$ cat config.mk
export PLATFORM = sky130hd
export DESIGN_NAME = irq_mode_ctrl
export DESIGN_NICKNAME = d
export VERILOG_FILES = /design/src/rtl/irq_mode_pkg.sv /design/src/rtl/irq_ctrl_reg.sv /design/src/rtl/irq_flag_bank.sv /design/src/rtl/irq_shaper.sv /design/src/rtl/irq_mode_ctrl.sv
export SDC_FILE = /design/constraint.sdc
export NUM_CORES = 1
export LEC_CHECK = 0
export BUFFER_PORTS_ARGS = -buffer_cell sky130_fd_sc_hd__buf_2
export CAP_MARGIN = 20
export CORE_ASPECT_RATIO = 0.8
export CORE_MARGIN = 2
export CORE_UTILIZATION = 30
export CTS_BUF_LIST = sky130_fd_sc_hd__clkbuf_2
export DETAILED_ROUTE_END_ITERATION = 6
export GPL_TIMING_DRIVEN = 0
export SETUP_SLACK_MARGIN = 0.02
export SKIP_CTS_REPAIR_TIMING = 1
export SKIP_LAST_GASP = 1
export SYNTH_ARGS = -nofsm -noshare
export SYNTH_HDL_FRONTEND = slang
export SYNTH_SLANG_ARGS = --single-unit
$ cat constraint.sdc
create_clock -name clk -period 1.15 [get_ports clk]
set_clock_uncertainty 0.05 [all_clocks]
set_input_delay 0.115 -clock clk [delete_from_list [all_inputs] [get_ports clk]]
set_output_delay 0.115 -clock clk [all_outputs]
set_load 0.01 [all_outputs]
$ cat src/rtl/irq_mode_pkg.sv
`timescale 1ns/1ps
package irq_mode_pkg;
    localparam int NSOCK = 2;

    // Field order matches the register bit order: the first field is bit 4.
    typedef struct packed {
        logic mode_b;
        logic mode_a;
        logic clr_w1c;
        logic csc_level;
        logic pwrdn;
    } gctl_t;

    localparam int CTL_W = $bits(gctl_t);
    localparam gctl_t GCTL_RST = '0;
endpackage

$ cat src/rtl/irq_ctrl_reg.sv
`timescale 1ns/1ps
module irq_ctrl_reg
    import irq_mode_pkg::*;
(
    input  logic             clk,
    input  logic             rst_n,
    input  logic             sock_rst,
    input  logic             wr_hit,
    input  logic [CTL_W-1:0] wdata,
    output gctl_t            ctrl_o
);
    typedef struct packed {
        gctl_t ctrl;
    } st_t;

    st_t st_d, st_q;

    always_comb begin
        st_d = st_q;
        if (wr_hit) begin
            st_d.ctrl = gctl_t'(wdata);
        end
        // the per-socket reset reaches the interrupt mode bits only
        if (sock_rst) begin
            st_d.ctrl.mode_b = 1'b0;
            st_d.ctrl.mode_a = 1'b0;
        end
    end

    always_ff @(posedge clk or negedge rst_n) begin
        if (!rst_n) begin
            st_q.ctrl <= GCTL_RST;
        end else begin
            st_q <= st_d;
        end
    end

    assign ctrl_o = st_q.ctrl;
endmodule

$ cat src/rtl/irq_flag_bank.sv
`timescale 1ns/1ps
module irq_flag_bank #(
    parameter int NFLAG = 4
) (
    input  logic             clk,
    input  logic             rst_n,
    input  logic [NFLAG-1:0] evt,
    input  logic             rd_hit,
    input  logic             wr_hit,
    input  logic             w1c,
    input  logic [NFLAG-1:0] wmask,
    output logic [NFLAG-1:0] flags_o,
    output logic [NFLAG-1:0] newset_o
);
    typedef struct packed {
        logic [NFLAG-1:0] flags;
    } st_t;

    st_t              st_d, st_q;
    logic [NFLAG-1:0] clr;

    always_comb begin
        st_d = st_q;
        clr  = '0;
        if (!w1c && rd_hit) begin
            clr = '1;
        end
        if (w1c && wr_hit) begin
            clr = wmask;
        end
        // an incoming event is applied after the clear, so it is never lost
        st_d.flags = (st_q.flags & ~clr) | evt;
    end

    always_ff @(posedge clk or negedge rst_n) begin
        if (!rst_n) begin
            st_q.flags <= '0;
        end else begin
            st_q <= st_d;
        end
    end

    assign flags_o  = st_q.flags;
    assign newset_o = evt & ~st_q.flags;
endmodule

$ cat src/rtl/irq_shaper.sv
`timescale 1ns/1ps
module irq_shaper (
    input  logic clk,
    input  logic rst_n,
    input  logic level_mode,
    input  logic lvl_src,
    input  logic pulse_src,
    output logic irq_o
);
    typedef struct packed {
        logic irq;
    } st_t;

    st_t st_d, st_q;

    always_comb begin
        st_d     = st_q;
        st_d.irq = level_mode ? lvl_src : pulse_src;
    end

    always_ff @(posedge clk or negedge rst_n) begin
        if (!rst_n) begin
            st_q.irq <= 1'b0;
        end else begin
            st_q <= st_d;
        end
    end

    assign irq_o = st_q.irq;
endmodule

$ cat src/rtl/irq_mode_ctrl.sv
`timescale 1ns/1ps
module irq_mode_ctrl
    import irq_mode_pkg::*;
#(
    parameter int ADDR_W  = 8,
    parameter int DATA_W  = 8,
    parameter int NFLAG   = 4,
    parameter int BASE_A  = 'h00,
    parameter int BASE_B  = 'h40,
    parameter int CTL_OFS = 'h1E,
    parameter int STS_OFS = 'h04
) (
    input  logic              clk,
    input  logic              rst_n,
    input  logic              sock_rst,
    input  logic [ADDR_W-1:0] bus_addr,
    input  logic              bus_wr,
    input  logic              bus_rd,
    input  logic [DATA_W-1:0] bus_wdata,
    output logic [DATA_W-1:0] bus_rdata,
    input  logic [NSOCK-1:0]  card_irq,
    input  logic [NFLAG-1:0]  csc_evt,
    input  logic [NSOCK-1:0]  card_access,
    output logic [NSOCK-1:0]  host_irq,
    output logic              host_csc_irq,
    output logic [NSOCK-1:0]  card_oe
);
    localparam logic [ADDR_W-1:0] CTL_ADDR_A = ADDR_W'(BASE_A + CTL_OFS);
    localparam logic [ADDR_W-1:0] CTL_ADDR_B = ADDR_W'(BASE_B + CTL_OFS);
    localparam logic [ADDR_W-1:0] STS_ADDR_A = ADDR_W'(BASE_A + STS_OFS);
    localparam logic [ADDR_W-1:0] STS_ADDR_B = ADDR_W'(BASE_B + STS_OFS);

    typedef struct packed {
        logic [NSOCK-1:0] prev;
        logic [NSOCK-1:0] oe;
    } top_st_t;

    gctl_t            ctrl;
    logic [NFLAG-1:0] flags;
    logic [NFLAG-1:0] newset;
    logic [NSOCK-1:0] smode;
    logic             ctl_hit;
    logic             sts_hit;
    logic             unused_wbits;
    top_st_t          st_d, st_q;

    assign ctl_hit      = (bus_addr == CTL_ADDR_A) || (bus_addr == CTL_ADDR_B);
    assign sts_hit      = (bus_addr == STS_ADDR_A) || (bus_addr == STS_ADDR_B);
    assign unused_wbits = ^bus_wdata[DATA_W-1:CTL_W];
    assign smode        = {ctrl.mode_b, ctrl.mode_a};

    irq_ctrl_reg u_ctrl (
        .clk      (clk),
        .rst_n    (rst_n),
        .sock_rst (sock_rst),
        .wr_hit   (bus_wr && ctl_hit),
        .wdata    (bus_wdata[CTL_W-1:0]),
        .ctrl_o   (ctrl)
    );

    irq_flag_bank #(.NFLAG(NFLAG)) u_flags (
        .clk      (clk),
        .rst_n    (rst_n),
        .evt      (csc_evt),
        .rd_hit   (bus_rd && sts_hit),
        .wr_hit   (bus_wr && sts_hit),
        .w1c      (ctrl.clr_w1c),
        .wmask    (bus_wdata[NFLAG-1:0]),
        .flags_o  (flags),
        .newset_o (newset)
    );

    for (genvar s = 0; s < NSOCK; s++) begin : g_fn
        irq_shaper u_fn (
            .clk        (clk),
            .rst_n      (rst_n),
            .level_mode (smode[s]),
            .lvl_src    (card_irq[s]),
            .pulse_src  (card_irq[s] & ~st_q.prev[s]),
            .irq_o      (host_irq[s])
        );
    end

    irq_shaper u_csc (
        .clk        (clk),
        .rst_n      (rst_n),
        .level_mode (ctrl.csc_level),
        .lvl_src    (|flags),
        .pulse_src  (|newset),
        .irq_o      (host_csc_irq)
    );

    always_comb begin
        st_d      = st_q;
        st_d.prev = card_irq;
        st_d.oe   = {NSOCK{~ctrl.pwrdn}} | card_access;
    end

    always_ff @(posedge clk or negedge rst_n) begin
        if (!rst_n) begin
            st_q.prev <= '0;
            st_q.oe   <= '1;
        end else begin
            st_q <= st_d;
        end
    end

    assign card_oe = st_q.oe;

    always_comb begin
        bus_rdata = '0;
        if (bus_rd && ctl_hit) begin
            bus_rdata[CTL_W-1:0] = ctrl;
        end else if (bus_rd && sts_hit) begin
            bus_rdata[NFLAG-1:0] = flags;
        end
    end
endmodule

# ---- Word level (Yosys, flattened, before mapping)
# Index checks and enable logic that the tools add are counted.
dict set report op_classes {
  n_reduce_logical 12
  n_eq_ne 4
  bitwise 11
  muxes 10
}
# op count
set ops {}
lappend ops {{$eq 8x7->1 const B} 2}
lappend ops {{$mux 4} 4}
lappend ops {{$and 4x4->4} 2}
lappend ops {{$eq 8x3->1 const B} 1}
lappend ops {{$eq 8x5->1 const B} 1}
lappend ops {{$not 4->4} 2}
lappend ops {{$reduce_or 4->1} 2}
lappend ops {{$logic_and 1x1->1} 6}
lappend ops {{$mux 5} 1}
lappend ops {{$mux 1} 4}
lappend ops {{$or 4x4->4} 1}
lappend ops {{$not 1->1} 3}
lappend ops {{$and 1x1->1} 2}
lappend ops {{$logic_or 1x1->1} 2}
lappend ops {{$mux 2} 1}
lappend ops {{$or 2x2->2} 1}
lappend ops {{$reduce_bool 2->1} 1}
lappend ops {{$logic_not 1->1} 1}
dict set report totals {
  output_inout_bits 13
  wordCells 48
  regBits 16
  in_bits 29
}

# ---- Depth between registers and ports, before layout
dict set report logic_depth {
  depth_word 9
  ltp_mapped 4
  mapped_depth_nobuf 3
}

# ---- Cells and area by module
# A second synthesis with hierarchy kept.
dict set report unflattened {
  cells_unflattened 78
  area_unflattened_um2 890.9
}
# module seq_area_each_um2 instances area_per_inst_um2 cells_each
set by_module_without_submodules {}
lappend by_module_without_submodules {irq_mode_ctrl 102.6 1 367.9 42}
lappend by_module_without_submodules {irq_ctrl_reg 125.1 1 209.0 13}
lappend by_module_without_submodules {irq_flag_bank 100.1 1 193.9 17}
lappend by_module_without_submodules {irq_shaper 25.0 3 40.0 2}

# ---- Worst setup path after synthesis
# OpenSTA, ideal clock, no wires.
dict set report synth_timing {
  kind {register to register}
  startpoint {register u_ctrl.ctrl_o[2] (netlist name)}
  endpoint {register u_flags.flags_o[0] (netlist name)}
  t_required_ns 0.980
  arrival_ns 0.967
  stages_incl_launch_ff 4
  path_buffers 0
  synth_period_minus_slack_ns 1.137
  slack_ns 0.013
  setup_ns 0.120
  cell_sequence {dfrtp_1 nor4b_2 nand4_1 a31o_1}
}

# ---- Worst setup path after layout
dict set report layout_timing {
  startpoint {input bus_addr[0]}
  endpoint {output bus_rdata[3]}
}
dict set report layout_between {
  elab_chain_len 5
  elab_cells_between_ends 10
  classes_between {eq/ne: 4; mux: 2; reduce/logical: 4}
}
# item line
set layout_lines {}
lappend layout_lines {{from (decl)} irq_mode_ctrl.sv:16} ;# input logic [ADDR_W-1:0] bus_addr,
lappend layout_lines {{$eq 8x3->1 or $eq 8x7->1 (tied branches)} irq_mode_ctrl.sv:48} ;# assign sts_hit = (bus_addr == STS_ADDR_A) || (bus_addr == STS_ADDR_B);
lappend layout_lines {{$logic_or 1x1->1} irq_mode_ctrl.sv:48}
lappend layout_lines {{$logic_and 1x1->1} irq_mode_ctrl.sv:114} ;# end else if (bus_rd && sts_hit) begin
lappend layout_lines {{$mux 4} irq_mode_ctrl.sv:114}
lappend layout_lines {{$mux 4 (*)} irq_mode_ctrl.sv:112} ;# if (bus_rd && ctl_hit) begin
lappend layout_lines {{to (decl)} irq_mode_ctrl.sv:20} ;# output logic [DATA_W-1:0] bus_rdata,
# Every way passes the cells marked *; elsewhere a longest branch is shown, timed or not.

==> impl_metrics.py <==
metrics = {
    "die": {
        "die_w_um": 63.5,
        "core_um2": 2720,
        "pin_count": 42,
        "initial_core_util_pct": 31.2,
        "dieArea_um2": 3280,
        "num_rows": 17,
        "fp.dieH_um": 51.6,
    },
    "setup_path": {
        "worstSetupEndpointType": "output port",
        "r2r_slack_ps": -50,
        "startpoint_type": "input pin",
        "crit_start": "bus_addr[0]",
        "crit_path_max_fanout": 5,
        "r2r-start": "u_ctrl.ctrl_o[2]",
        "worst_ep_required_time_ps": 990,
        "worstSetupPathType": "in2out",
        "timing.critical_path.arrival_ps": 1160,
    },
    "cells_and_area": {
        "layout-drive-gt1-share_pct": 49.2,
        "antenna_cells": 0,
        "final_net_count": 154,
        "fill_cells": 283,
        "area_delta_synth_final_pct": 49.6,
    },
    "status": {
        "status": "finished with violations",
        "violations": "negative setup slack",
    },
    "clock_network": {
        "h-tree-depth": 1,
        "path_clk_slew_ps": 140,
        "clock_path_buffers": 2,
        "cts_num_sinks": 16,
        "numCtsBuffers": 3,
        "clk_latency_ps": 300,
        "cts_root_buf": "clkbuf_2",
        "cts_tree": "yes",
    },
    "global_routing": {
        "gr-total-overflow": 0,
        "antenna_found_initial": 0,
        "grt_max_degree": 17,
        "grt_pass1_vias": 673,
        "grt_first_pass_wirelength_um": 3000,
        "grt_usage_pct": 12.0,
    },
    "placement": {
        "globalplace.congestion": 0.800,
        "port_buffers": 33,
        "dp_hpwl_um": 1430,
    },
    "timing": {
        "layout_setup_ws_ps": -171,
        "rsz0062_at_grt": "true",
        "slew_viol_final": 0,
        "hold_violations": 0,
        "fin_crit_sh_pct": 115,
        "setup_tns_ps": -953,
        "setup_violations": 9,
        "period_needed_ps": 1320,
        "clock.fmax_mhz": 757,
    },
    "drt": {
        "route.detailed.drc": 0,
        "wirelength_um": 1990,
        "firstDrtPassIters": 3,
        "drtAntennaViolNets": 0,
        "dr_total_vias": 725,
        "first_iter_violations": 2,
        "wl_per_cell_um": 12.3,
        "viasPerCell": 4.48,
    },
    "power_and_ir_drop": {
        "ir_drop_uv": 430,
        "p_leak_uw": 0.000602,
        "power_density_nw_per_um2": 840,
        "power_uw": 1070,
    },
    "synth": {
        "seq_area_frac_synth_pct": 47.4,
        "yosysTopAreaCell": "dfrtp_1",
        "synthCells": 72,
        "yosysTopAreaCellShare_pct": 41.2,
        "syn_area_per_cell_um2": 11.8,
        "netlist_area_um2": 850,
        "ys_types": 28,
        "yosysWarnings": 0,
        "ys_ff_latch": 16,
        "netlist_top_cells_area": "dfrtp_1, buf_4, dfstp_2, nand4_1, a22o_1",
    },
    "hold_path": {
        "hp-class": "in2reg",
        "holdCritStartpoint": "bus_wdata[1]",
    },
    "job": {
        "maxCapViolCount": 0,
    },
}
kinds of logic (layout without fill, tap and decap cells):
group           after synthesis  count (layout)  synth area share, %
flops                        16              16                 47.4
other cells                   1               3                0.441
buf+inv                      15              65                 10.8
mux                           3               3                 4.86
compound gates               15              15                 14.3
simple gates                 22              22                 22.2
cells in the final DEF, fill, tap and decap left out, types with 3 or more instances in the layout:
master / instances
a22o_1: 4
a31o_1: 4
and3_4: 3
buf_2: 27
buf_4: 9
buf_6: 7
clkbuf_2: 5
conb_1: 3
dfrtp_1: 14
dlygate4sd3_1: 11
inv_1: 6
nand4_1: 6
routing by layer:
metal	up-vias	share of wire (%)	track usage [%]
met4	0	0.55	3.26
met3	2	7.3	4.76
met2	30	48	18.9
li1	361	-	-
met1	332	44	15.4
met5	-	0	0
cell type report:
type,instances,area (um^2),area share [%]
repair buffers,49,350,27.6
multi-input cells,43,382,30.0
inverters,6,22.5,1.77
flip-flops and latches,16,403,31.7
clock buffers,4,20.0,1.57
plain buffers,6,46.3,3.64
well taps,38,47.5,3.74
Yosys cell counts, drive strengths merged:
| cell type | instances |
|---|---|
| mux2 | 3 |
| o22ai | 2 |
| clkbuf | 1 |
| and3 | 4 |
| and2 | 1 |
| nand2b | 2 |
| nor2b | 2 |
| a22o | 4 |
| conb | 1 |
| o31ai | 2 |
| inv | 6 |
| dfrtp | 14 |
| nor4 | 1 |
| a21boi | 2 |
| nand4 | 6 |
| nand4b | 1 |
| o31a | 1 |
| dfstp | 2 |
| buf | 8 |
| nand3 | 1 |
| nor4b | 2 |
| nor3 | 1 |
| a31o | 4 |
| nand2 | 1 |
report_power, final:
group,switching (uW),internal [uW]
Combinational,79.9,115
Sequential,13.5,588
Clock,179,92.2
Total,273,795
final timing paths:
path	end	cells after the start
worst max-delay path	bus_rdata[3]	6
worst min-delay path	u_ctrl.ctrl_o[1]	2
worst max register to register	u_flags.flags_o[1]	3
worst min register to register	g_fn[1].u_fn.irq_o	1
max in group asynchronous	card_oe[0]	2
min in group asynchronous	u_ctrl.ctrl_o[2]	2
flip-flops by register name, summed over array words and instances, names as in the netlist:
register and cells:
u_flags.flags_o 4, u_csc.irq_o 1, st_q 2, u_ctrl.ctrl_o 5, card_oe 2, g_fn.u_fn.irq_o 2
per-stage QoR:
stage | std cells | hold WS [ps] | util (%) | setup slack [ps] | instance area (um^2)
2_1_floorplan | 74 | -231 | - | 41.6 | 866
3_5_place_dp | 145 | 4.24 | 39.6 | -283 | 1080
5_1_grt | 162 | 7.97 | 46.7 | -196 | 1270
3_3_place_gp | 145 | 0.0113 | 39.6 | -246 | 1080
4_1_cts | 149 | -351 | 40.3 | -294 | 1100
6_report | 162 | 34.7 | 46.7 | -171 | 1270
worst max-delay path, cell delays in order:
cell	delay (ps)
buf_6	100
nor4b_4	310
buf_6	150
and3_4	220
a22o_1	140
buf_2	120
(Power assumes the default switching activity.)
